==> config.mk <==
export PLATFORM = sky130hd
export DESIGN_NAME = ckgen_outctl
export DESIGN_NICKNAME = d
export VERILOG_FILES = /design/src/rtl/ckgen_outctl.sv
export SDC_FILE = /design/constraint.sdc
export NUM_CORES = 1
export LEC_CHECK = 0
export ABC_AREA = 0
export ABC_CLOCK_PERIOD_IN_PS = 3200
export BUFFER_PORTS_ARGS = -buffer_cell sky130_fd_sc_hd__buf_2
export CAP_MARGIN = 0
export CORE_ASPECT_RATIO = 1.1
export CORE_UTILIZATION = 30
export CTS_CLUSTER_DIAMETER = 100
export CTS_CLUSTER_SIZE = 14
export DETAILED_ROUTE_END_ITERATION = 16
export HOLD_SLACK_MARGIN = 0.15
export PLACE_DENSITY = 0.64
export SYNTH_ARGS = -nofsm -noshare
export SYNTH_HDL_FRONTEND = slang
export SYNTH_SLANG_ARGS = --single-unit
==> constraint.sdc <==
create_clock -name clk -period 3.2 [get_ports clk]
set_input_delay 0 -clock clk [delete_from_list [all_inputs] [get_ports clk]]
set_output_delay 0 -clock clk [all_outputs]
set_load 0.05 [all_outputs]
==> src/rtl/ckgen_outctl.sv <==
module ckgen_outctl #(
  parameter int NOUT = 4,
  parameter int SYNC = 2,
  parameter logic [6:0] ADDR_LO = 7'b1101000,
  parameter logic [6:0] ADDR_HI = 7'b1101010
) (
  input  logic            clk,
  input  logic            rst_n,
  input  logic            pwr_ok_in,
  input  logic [NOUT-1:0] oe_pin_n,
  input  logic [NOUT-1:0] en_bit,
  input  logic            pll_lock,
  input  logic            addr_strap,
  input  logic [1:0]      ss_strap,
  input  logic            clean_pt,
  output logic [NOUT-1:0] pair_run,
  output logic            ref_drive,
  output logic            ref_toggle,
  output logic [6:0]      smb_addr,
  output logic [1:0]      spread_sel
);
  localparam int LAST = SYNC - 1;

  typedef enum logic {PARKED = 1'b0, RUNNING = 1'b1} pair_st_t;

  logic [SYNC-1:0] pg_sync, lock_sync;
  logic [NOUT-1:0] oe_sync [SYNC];
  logic            pg_d, started, addr_q;
  logic [1:0]      ss_q;
  logic            pg_s, lock_s, first_rise;
  logic [NOUT-1:0] oe_s, want;

  assign pg_s   = pg_sync[LAST];
  assign lock_s = lock_sync[LAST];
  assign oe_s   = oe_sync[LAST];
  assign first_rise = pg_s & ~pg_d & ~started;

  always_ff @(posedge clk or negedge rst_n) begin
    if (!rst_n) begin
      pg_sync   <= '0;
      lock_sync <= '0;
      pg_d      <= 1'b0;
    end else begin
      pg_sync   <= {pg_sync[SYNC-2:0], pwr_ok_in};
      lock_sync <= {lock_sync[SYNC-2:0], pll_lock};
      pg_d      <= pg_s;
    end
  end

  generate
    for (genvar k = 0; k < SYNC; k++) begin : g_oe_sync
      always_ff @(posedge clk or negedge rst_n) begin
        if (!rst_n) oe_sync[k] <= '1;
        else if (k == 0) oe_sync[k] <= oe_pin_n;
        else oe_sync[k] <= oe_sync[(k == 0) ? 0 : k-1];
      end
    end
  endgenerate

  always_ff @(posedge clk or negedge rst_n) begin
    if (!rst_n) begin
      started <= 1'b0;
      addr_q  <= 1'b0;
      ss_q    <= 2'b00;
    end else if (first_rise) begin
      started <= 1'b1;
      addr_q  <= addr_strap;
      ss_q    <= ss_strap[1] ? 2'b10 : (ss_strap[0] ? 2'b01 : 2'b00);
    end
  end

  assign smb_addr   = addr_q ? ADDR_HI : ADDR_LO;
  assign spread_sel = ss_q;
  assign ref_drive  = started;
  assign ref_toggle = started & pg_s;

  assign want = {NOUT{ref_toggle & lock_s}} & ~oe_s & en_bit;

  generate
    for (genvar i = 0; i < NOUT; i++) begin : g_pair
      pair_st_t st;
      always_ff @(posedge clk or negedge rst_n) begin
        if (!rst_n) st <= PARKED;
        else if (clean_pt) st <= want[i] ? RUNNING : PARKED;
      end
      assign pair_run[i] = (st == RUNNING);
    end
  endgenerate
endmodule


-- Word-level counts from Yosys, hierarchy flattened
Index checks and enable logic that the tools add are counted.
- bits in registers: 21
- bits in latches: 0
- RAM bits: 0
- ROM bits: 0
- input port bits: 16
- word-level logic and storage cells: 28
- memories kept: 0
- $add $sub $neg: 0
- $mul: 0
- div/mod/pow operators: 0
- $lt $le $gt $ge: 0
- eq/ne operators: 0
- shifts and indexed selects: 0
- muxes and demuxes: 7
- bitwise operators: 9
- reductions and logical operators: 0
- operators by type and width (operator ; number):
    4-bit AND ; 2
    1-bit 2-to-1 mux ; 5
    1-bit AND ; 4
    2-bit 2-to-1 mux ; 2
    4-bit inverter ; 1
    1-bit inverter ; 2

-- Depth between registers and ports, before layout
Gate-level depths: netlist of run 1.
- depth in word-level cells: 5
- mapped depth: 2
- mapped depth without buffers: 2

-- Worst setup path before layout of run 1
Ideal clock, no wire load.
- path kind: register to register
- start: reg started, in the netlist ref_drive
- end: reg addr_q
- library setup time: 0.125 ns
- arrival: 1.216 ns
- slack: 1.859 ns
- stages on the path, launching flop included: 3
- period minus slack after synthesis: 1.341 ns
- cells stage by stage: dfrtp_1 -> nor3b_4 -> mux2_2
- cells in the longest elaborated chain, start to end: 2
- RTL lines (element ; line ; source):
    from (decl) ; 28 ; logic pg_d, started, addr_q;
    from (signal assigned) ; 62 ; started <= 1'b0;
    from (signal assigned) ; 66 ; started <= 1'b1;
    1-bit inverter ; 36 ; assign first_rise = pg_s & ~pg_d & ~started;
    1-bit AND ; 36 ;
    to (signal assigned) ; 67 ; addr_q <= addr_strap;
    to (decl) ; 28 ;
No other way between the ends.
A chain may end at the register's enable or synchronous reset.

-- Final worst setup path of run 1
- start: reg started, in the netlist ref_drive
- end: reg g_pair[1].st
- cells in the longest elaborated chain, start to end: 5
- RTL lines (element ; line ; source):
    1-bit AND ; 75 ; assign ref_toggle = started & pg_s;
    1-bit AND ; 77 ; assign want = {NOUT{ref_toggle & lock_s}} & ~oe_s & en_bit;
    4-bit AND (2 in series) ; 77 ;
    1-bit 2-to-1 mux ; 84 ; else if (clean_pt) st <= want[i] ? RUNNING : PARKED;
    to (signal assigned) ; 84 ;
    to (decl) ; 81 ; pair_st_t st;
No other way between the ends.

==> flow_summary_export.csv, run 1 <==
group,metric,value,unit
logic_synthesis,synth_area_leaders,"dfrtp_1 42%, dfstp_2 27%, buf_4 11%",
sta,setup_violations,0,
power,p_leak,0.507,nW
worst_setup_path,r2r-end,"g_pair[1].st",
logic_synthesis,synthSimpleGateAreaFrac,5.00,%
worst_setup_path,crit_chain,"nand4_1 > o32ai_1 > dlygate4sd3_1",
final_layout,syn_to_final_growth,34.4,%
routing,avgRoutedWirePerCell,10.4,um
clocking,cts.sinks,21,
worst_setup_path,rrSetupSlack,1.66,ns
logic_synthesis,ys_seq_elements,21,
final_layout,fin_util,44.5,%
clocking,cts_setup_buffers,0,
logic_synthesis,synthMuxAreaShare,4.35,%
final_layout,n_antenna_cell,0,
worst_setup_path,required,3.44,ns
sta,clock.fmax,650,MHz
hold_path,min_path_type,"in -> async",
logic_synthesis,synth_adder_area_share,0,%
worst_setup_path,worst-r2r-cell-count,3,
routing,first_pass_iters,2,
sta,rsz0062_at_grt,"no",
job,max_cap_violations,0,
power,p_sw,137,uW
logic_synthesis,avgSynthCellArea,14.1,sq um
sta,post-route-min-period,1.54,ns
logic_synthesis,yosysMostFrequentCell,"dfrtp_1",
global_route,grt_pass1_wl,2.04,mm
worst_setup_path,cp-start-kind,"register",
worst_setup_path,cp_slowest_cell,"dlygate4sd3_1",
floorplan,core,2340,sq um
final_layout,fin_nets,108,
worst_setup_path,crit_family,"buffers and inverters",
global_route,grt_use_total,10.4,%
power,seq_power_share,58.3,%
floorplan,die_h,55.3,um
routing,drt_wl_total,1.26,mm
logic_synthesis,synthCells,55,
routing,vias,477,
global_route,grt_pass1_vias,538,
placement,routabilityCongestion,0.650,
logic_synthesis,synth_edf_count,0,
global_route,gr-total-overflow,0,
routing,drtIter0Drc,2,
power,max-vdd-ir-drop,328,uV
global_route,antenna_found_initial,0,
floorplan,start_util,33.1,%
power,clkPwrFrac,23.7,%
logic_synthesis,synthDominantCellAreaShare,41.9,%
clocking,cts_tree,"built",
final_layout,final_cells,121,
clocking,clkSlewWorstSetupHoldPaths,0.10,ns
clocking,cts_root_buffer,"clkbuf_4",
logic_synthesis,synth_common_cells,"13 x dfrtp_1, 11 x buf_4, 9 x inv_1, 8 x dfstp_2, 4 x o32ai_1",
sta,finalCritPeriodShare,48.1,%
worst_setup_path,cp.arrival,1.77,ns
floorplan,io_pins,31,
power,p_per_area,479,nW/um^2
logic_synthesis,synth-seq-area-share,69.0,%
routing,drcViolationCount,0,
placement,numPortBuffers,24,
logic_synthesis,synth_xor_area_share,0,%
floorplan,dieWidth,50.5,um
sta,worst_slack,1.66,ns
clocking,ctsResizeCount,0,
logic_synthesis,synthArstFlopShare,100,%
placement,place_hpwl,843,um
placement,place_inst,102,
placement,pre_cts_slack,2.05,ns
worst_setup_path,worst-path-buf-inv,1,
clocking,cts_max_path_buffers,2,
routing,ant_nets,0,
logic_synthesis,synth_top_area_cell,"dfrtp_1",
sta,fin_setup_tns,0,ns
logic_synthesis,synth-compound-area-share,5.65,%
worst_setup_path,crit_type,"reg -> reg",
final_layout,layout-drive-gt1-share,45.1,%
floorplan,num_rows,18,
power,p_int,363,uW
power,comb_power_share,18.0,%
routing,via_per_inst,3.94,
sta,finClkSkew,0.00502,ns
clocking,clk-insertion-delay-late,0.29,ns
logic_synthesis,synth_warnings,0,
global_route,grt_max_degree,22,
logic_synthesis,synth_cell_types,12,
logic_synthesis,synth_area,776,sq um
worst_setup_path,crit_fanout,5,
sta,drv_slew,0,
clocking,ctsHtreeMaxLevel,1,
logic_synthesis,synth_top_family_by_area,"buffers and inverters",
status,status,"completed",
logic_synthesis,synth-main-ff-cell,"dfrtp_1",
sta,hold_violations,0,
floorplan,dieArea,2790,sq um
power,swShare,27.4,%
worst_setup_path,worstSetupEndpointType,"register",
clocking,numCtsBuffers,3,
worst_setup_path,max_stage_delay,0.58,ns
worst_setup_path,rr_startpoint,"ref_drive",
==> how the worst max path moves through the flow <==
stage / from / to / slack, ns / depth (start not counted)
floorplan: ref_drive / addr_q / 1.86 / 2
global placement: ref_drive / addr_q / 2.08 / 2
detailed placement: ref_drive / spread_sel[0] / 2.05 / 2
CTS: ref_drive / g_pair[1].st / 1.67 / 3
global route: ref_drive / g_pair[1].st / 1.59 / 3
finish: ref_drive / g_pair[1].st / 1.66 / 3
==> cells by family (layout without fill, tap and decap cells) <==
group,Yosys count,count (layout)
other,2,6
and+or+nand+nor,4,4
muxes,3,3
AOI/OAI and AO/OA,5,5
DFF,21,21
buffers and inverters,20,52
==> layout make-up <==
| type | count | area [sq um] |
|---|---|---|
| inverter | 9 | 33.8 |
| sequential | 21 | 536 |
| clock buffer | 4 | 26.3 |
| timing repair buffer | 39 | 270 |
| tap | 30 | 37.5 |
| multi-input combinational | 18 | 139 |
| fill | 242 | 1300 |
==> registers in the layout, summed over array words and instances, names as in the netlist <==
name	cells
addr_q	1
g_pair.st	4
lock_sync	2
oe_s	4
oe_sync	4
pg_d	1
pg_sync	2
ref_drive	1
spread_sel	2
==> metrics by stage <==
step / area, sq um / hold slack, ns / power (mW)
after floorplan: 791 / -0.296 / 0.359
after global placement: 866 / -0.0410 / 0.371
after detailed placement: 866 / -0.0341 / 0.373
after CTS: 1040 / 0.169 / 0.510
after global routing: 1040 / 0.186 / 0.529
final: 1040 / 0.172 / 0.500
==> power groups by stage <==
stage | Combinational, mW | Clock (mW) | Sequential (mW)
CTS | 0.0907 | 0.127 | 0.292
detailed placement | 0.0771 | 0 | 0.296
floorplan | 0.0520 | 0 | 0.307
finish | 0.0901 | 0.118 | 0.291
global route | 0.0952 | 0.141 | 0.293
global placement | 0.0757 | 0 | 0.295
==> worst reg2reg max path, stage by stage (launching register included) <==
cell,delay (ns)
dfrtp_1,0.44
nand4_1,0.20
o32ai_1,0.26
dlygate4sd3_1,0.58
==> cell usage in the layout, fill, tap and decap left out <==
master	synthesis	final
buf_2	0	24
dfstp_2	8	8
and2_2	1	1
a21o_2	1	1
mux2_2	3	3
conb_1	2	6
nand4_1	1	1
nor2b_1	1	1
dfrtp_1	13	13
inv_1	9	9
o32ai_1	4	4
clkbuf_4	0	3
dlygate4sd3_1	0	15
nor3b_4	1	1
clkbuf_1	0	1
==> timing repair <==
item | CTS | global route
hold buffers | 15 | 0
endpoints found under the hold margin | 34 | 0
setup endpoints to repair | 0 | 0
==> per-layer routing <==
| layer | GRT usage (%) | wire [um] | up-vias |
|---|---|---|---|
| li1 | - | - | 230 |
| met1 | 8.50 | 419 | 219 |
| met2 | 19.4 | 715 | 24 |
| met3 | 2.48 | 85 | 4 |
| met4 | 9.52 | 39 | 0 |
| met5 | 0 | 0 | - |
No activity file was read; power rests on OpenSTA's default activity.
==> run 2: changes to the inputs <==
ABC_AREA = 1   (was 0)
ABC_CLOCK_PERIOD_IN_PS = 1300   (was 3200)
PLACE_DENSITY = 0.66   (was 0.64)
clock period = 1.3 ns   (was 3.2 ns; I/O delays follow)
==> run 2 against run 1 <==
  * Combinational power rose to 3.8 times the previous value
  * Non-clock buffer count did not move
  * Global-route usage about the same
  * Count of clock-buffer cells in the layout stayed put
  * Die area up 0.78%
  * Total power rose to 2.8 times the previous value
  * Core utilization decreased by 2.4 points
  * Critical endpoint is now ref_toggle
  * Largest power group unchanged
==> flow_summary_export.csv, run 2 <==
group,metric,value,unit
status,status,"completed",
worst_setup_path,rrSetupSlack,0.38,ns
floorplan,io_pins,31,
floorplan,dieArea,2820,sq um
final_layout,fin_util,42.1,%
clocking,numCtsBuffers,3,
worst_setup_path,cp-start-kind,"register",
worst_setup_path,r2r-end,"spread_sel[1]",
worst_setup_path,cp_slowest_cell,"dfrtp_1",
power,p_leak,0.542,nW
job,max_cap_violations,0,
logic_synthesis,synth_area,782,sq um
sta,finClkSkew,0.00116,ns
placement,dpl_cell_area,873,sq um
floorplan,num_rows,19,
sta,clock.fmax,940,MHz
routing,drt_wl_total,1.26,mm
global_route,grt_pass1_vias,501,
power,power,1.39,mW
final_layout,final_cells,137,
worst_setup_path,cp.arrival,1.06,ns
global_route,grt_use_total,10.4,%
final_layout,syn_to_final_growth,34.2,%
clocking,cts.sinks,21,
sta,post-route-min-period,1.06,ns
routing,via_per_inst,4.06,
worst_setup_path,worst-path-buf-inv,2,
logic_synthesis,synth_warnings,0,
worst_setup_path,crit_fanout,5,
final_layout,fin_area,1050,sq um
logic_synthesis,synth-main-ff-cell,"dfrtp_1",
worst_setup_path,worstSetupEndpointType,"primary output",
routing,vias,556,
logic_synthesis,synthCells,70,
floorplan,die_h,55.5,um
clocking,cts_max_path_buffers,2,
sta,hold_violations,0,
worst_setup_path,crit_chain,"nand2_1 > inv_1 > buf_2",
logic_synthesis,synth_cell_types,12,
worst_setup_path,worst-r2r-cell-count,4,
worst_setup_path,max_stage_delay,0.42,ns
floorplan,core,2500,sq um
final_layout,mostFrequentLayoutCells,"24 x buf_2, 15 x dlygate4sd3_1, 13 x dfrtp_1",
power,p_per_area,1320,nW/um^2
hold_path,min_path_type,"in -> async",
worst_setup_path,rr_startpoint,"ref_drive",
logic_synthesis,ys_seq_elements,21,
placement,numPortBuffers,24,
sta,finalCritPeriodShare,81.8,%
worst_setup_path,required,1.30,ns
logic_synthesis,synth-seq-area-share,68.5,%
routing,avgRoutedWirePerCell,9.18,um
routing,first_pass_iters,4,
logic_synthesis,synth_common_cells,"13 x dfrtp_1, 12 x nand2_1, 11 x buf_4",
clocking,ctsResizeCount,0,
clocking,clkSlewWorstSetupHoldPaths,0.11,ns
final_layout,layout-drive-gt1-share,34.9,%
sta,drv_slew,0,
final_layout,fin_nets,123,
logic_synthesis,synth_top_area_cell,"dfrtp_1",
placement,place_inst,118,
final_layout,n_antenna_cell,0,
final_layout,final_common_cell,"buf_2",
logic_synthesis,yosysMostFrequentCell,"dfrtp_1",
logic_synthesis,synth_edf_count,0,
clocking,cts_root_buffer,"clkbuf_4",
logic_synthesis,avgSynthCellArea,11.2,sq um
global_route,grt_pass1_wl,2.12,mm
global_route,antenna_found_initial,0,
floorplan,dieWidth,50.7,um
placement,pre_cts_slack,0.390,ns
final_layout,fill_cells,230,
floorplan,start_util,31.3,%
worst_setup_path,crit_family,"flip-flops",
placement,place_hpwl,885,um
routing,ant_nets,0,
clocking,ctsHtreeMaxLevel,1,
routing,drcViolationCount,0,
logic_synthesis,synthDominantCellAreaShare,41.6,%
logic_synthesis,synth_area_leaders,"dfrtp_1 42%, dfstp_2 27%, buf_4 11%",
clocking,cts_tree,"built",
worst_setup_path,crit_type,"reg -> out",
logic_synthesis,synthArstFlopShare,100,%
power,max-vdd-ir-drop,799,uV
sta,fin_setup_tns,0,ns
clocking,clk-insertion-delay-late,0.29,ns
sta,whs,0.168,ns
global_route,grt_max_degree,22,
clocking,cts_setup_buffers,0,
placement,routabilityCongestion,0.750,
sta,worst_slack,0.236,ns
global_route,gr-total-overflow,0,
sta,setup_violations,0,
routing,drtIter0Drc,7,
sta,rsz0062_at_grt,"no",
[run 2: routing by layer]
layer	up-vias	share of wire, %	track usage (%)	wire (um)
li1	272	-	-	-
met4	0	0	3.57	0
met2	25	57	19.0	715
met3	0	6.2	4.41	78
met5	-	0	0	0
met1	259	37	10.3	464
[run 2: layout make-up]
cell class	instances	area [sq um]	share of cell area, %
timing repair buffer	39	270	25.7
clock buffer	4	26.3	2.50
inverter	9	33.8	3.22
sequential	21	536	51.0
multi-input combinational	33	145	13.8
tap	31	38.8	3.69
[run 2: report_power, final]
| part | switching (mW) | internal, mW |
|---|---|---|
| clock | 0.178 | 0.119 |
| combinational | 0.251 | 0.0923 |
| sequential | 0.0273 | 0.718 |
[run 2: worst max path at each step]
stage,start,slack [ns],to,depth (start not counted)
6_report,pg_sync[1],0.24,ref_toggle,3
5_1_grt,pg_sync[1],0.15,ref_toggle,3
4_1_cts,pg_sync[1],0.21,ref_toggle,3
3_5_place_dp,ref_drive,0.39,spread_sel[1],4
3_3_place_gp,ref_drive,0.46,spread_sel[0],4
2_1_floorplan,ref_drive,0.20,spread_sel[0],4
[run 2: cells by family after synthesis]
| kind of cell | after synthesis | share of synthesized area (%) |
|---|---|---|
| AOI/OAI and AO/OA | 4 | 2.56 |
| and+or+nand+nor | 23 | 13.1 |
| DFF | 21 | 68.5 |
| other | 2 | 0.960 |
| buffers and inverters | 20 | 14.9 |
[run 2: what timing repair did]
action | 4_1_cts | 5_1_grt
setup endpoints to repair | 0 | 0
hold buffers | 15 | 0
hold endpoints to repair | 34 | 0
[run 2: worst register-to-register path, stage by stage, from the launching register on]
cell and delay, ns:
dfrtp_1 0.42, inv_2 0.10, nand3b_1 0.14, nand2_1 0.10, nand2_1 0.06
==> run 3: changes to the inputs <==
ABC_AREA = 0   (was 1)
ABC_CLOCK_PERIOD_IN_PS = 900   (was 1300)
clock period = 0.9 ns   (was 1.3 ns; I/O delays follow)
==> run 3 against run 2 <==
  * The flow now finishes with violations (negative setup slack)
  * Register-to-register slack worse by 0.62 ns
  * Via count down 9.4%
  * Critical path depth decreased by 1
  * Clock skew is 0.0061 ns higher
  * Hold slack worse by 0.0080 ns
  * Core utilization rose by 9.1 points
  * Setup slack got worse by 0.48 ns
  * First-iteration DRC count is 43% lower
  * Total power increased by 34%
  * Global-route usage fell by 0.67 points
  * Highest routed layer unchanged
==> flow_summary_export.csv, run 3 (synthesis results as in run 1) <==
group,metric,value,unit
placement,pre_cts_slack,-0.242,ns
worst_setup_path,required,1.09,ns
power,p_leak,0.565,nW
final_layout,syn_to_final_growth,54.5,%
floorplan,num_rows,18,
global_route,gr-total-overflow,0,
placement,routabilityCongestion,0.607,
sta,finClkSkew,0.00726,ns
floorplan,start_util,33.1,%
sta,setup_violations,9,
worst_setup_path,rrSetupSlack,-0.24,ns
final_layout,n_antenna_cell,0,
job,max_cap_violations,0,
power,p_sw,508,uW
sta,hold_violations,0,
floorplan,die_h,55.3,um
floorplan,core,2340,sq um
status,violations,"negative setup slack",
power,p_per_area,1550,nW/um^2
global_route,grt_pass1_vias,478,
clocking,cts_tree,"built",
power,clkPwrFrac,23.0,%
power,swShare,27.4,%
routing,drcViolationCount,0,
clocking,numCtsBuffers,3,
routing,ant_nets,0,
final_layout,layout-drive-gt1-share,54.1,%
routing,vias,504,
sta,clock.fmax,874,MHz
hold_path,min_path_type,"in -> async",
routing,drt_wl_total,1.31,mm
clocking,cts_root_buffer,"clkbuf_4",
global_route,antenna_found_initial,0,
placement,numPortBuffers,24,
worst_setup_path,crit_type,"reg -> reg",
power,seq_power_share,56.2,%
sta,finalCritPeriodShare,127,%
status,status,"finished with violations",
clocking,cts_max_path_buffers,2,
worst_setup_path,rr_startpoint,"ref_drive",
global_route,grt_pass1_wl,1.99,mm
sta,worst_slack,-0.244,ns
routing,via_per_inst,3.94,
power,max-vdd-ir-drop,1170,uV
placement,place_hpwl,874,um
worst_setup_path,cp-start-kind,"register",
worst_setup_path,cp.arrival,1.34,ns
power,p_int,1.35,mW
routing,avgRoutedWirePerCell,10.2,um
sta,post-route-min-period,1.14,ns
worst_setup_path,r2r-end,"spread_sel[0]",
clocking,ctsHtreeMaxLevel,1,
floorplan,io_pins,31,
final_layout,fin_nets,115,
worst_setup_path,worstSetupEndpointType,"register",
power,power,1.85,mW
clocking,clkSlewWorstSetupHoldPaths,0.11,ns
worst_setup_path,crit_fanout,3,
global_route,grt_max_degree,22,
sta,drv_slew,0,
power,comb_power_share,20.8,%
clocking,clk-insertion-delay-late,0.29,ns
sta,rsz0062_at_grt,"yes",
floorplan,dieWidth,50.5,um
floorplan,dieArea,2790,sq um
worst_setup_path,worst-r2r-cell-count,2,
final_layout,mostFrequentLayoutCells,"15 x dlygate4sd3_1, 15 x buf_2, 12 x dfrtp_1",
routing,drtIter0Drc,4,
clocking,cts.sinks,21,
routing,first_pass_iters,3,
global_route,grt_use_total,9.77,%
[run 3: cell count changes in the layout (fill, tap and decap cells not counted), sizes merged]
cell | previous run | this run
nand2 | 12 | 0
nand3 | 8 | 0
buf | 24 | 31
o21ai | 4 | 0
o32ai | 0 | 4
mux2 | 0 | 3
nor2 | 2 | 0
a21o | 0 | 1
and2 | 0 | 1
nand3b | 1 | 0
nand4 | 0 | 1
nor2b | 0 | 1
nor3b | 0 | 1
[run 3: layout make-up]
| cell class | instances | area (sq um) |
|---|---|---|
| flip-flops and latches | 21 | 537 |
| inverters | 9 | 33.8 |
| fillers | 217 | 1140 |
| multi-input cells | 18 | 170 |
| clock buffers | 4 | 26.3 |
| repair buffers | 46 | 394 |
| well taps | 30 | 37.5 |
[run 3: how the worst max path moves through the flow]
stage,from,to,slack (ns),depth (start not counted)
2_1_floorplan,ref_drive,addr_q,-0.33,2
3_3_place_gp,pg_d,addr_q,-0.20,2
3_5_place_dp,pg_d,spread_sel[0],-0.24,2
4_1_cts,ref_drive,ref_toggle,-0.26,3
5_1_grt,ref_drive,g_pair[3].st,-0.28,5
6_report,ref_drive,spread_sel[0],-0.24,2
[run 3: worst max-delay path, stage by stage, from the launching register on]
cell     delay [ns]
dfrtp_2        0.44
nor3b_4        0.24
mux2_2         0.36
[run 3: power by group through the flow]
stage | sequential [mW] | combinational [mW] | clock [mW]
2_1_floorplan | 1.09 | 0.185 | 0
3_3_place_gp | 1.05 | 0.273 | 0
3_5_place_dp | 1.05 | 0.277 | 0
4_1_cts | 1.04 | 0.363 | 0.452
5_1_grt | 1.05 | 0.409 | 0.498
6_report | 1.04 | 0.386 | 0.426
[run 3: what timing repair did]
action / in CTS / in global routing
setup buffers: 2 / 3
setup endpoints to repair: 16 / 15
resized for setup: 17 / 11
hold endpoints to repair: 34 / 0
hold buffers: 15 / 0
pin swaps: 1 / 1
[run 3: metal layers]
| layer | up-vias | GRT usage (%) | part of all wire, % |
|---|---|---|---|
| li1 | 242 | - | - |
| met1 | 241 | 11.7 | 41 |
| met2 | 21 | 16.0 | 55 |
| met3 | 0 | 1.65 | 4.4 |
| met4 | 0 | 5.95 | 0 |
| met5 | - | 0 | 0 |
[run 3: per-stage QoR]
step | utilization, % | cells | hold slack (ns) | instance area (sq um) | TNS [ns]
after CTS | 48.2 | 125 | 0.158 | 1130 | -2.18
after floorplan | - | 59 | -0.296 | 792 | -1.63
after detailed placement | 37.7 | 104 | -0.0319 | 882 | -1.24
final | 51.2 | 128 | 0.160 | 1200 | -2.04
after global routing | 51.2 | 128 | 0.203 | 1200 | -2.37
after global placement | 37.7 | 104 | -0.0442 | 882 | -0.980
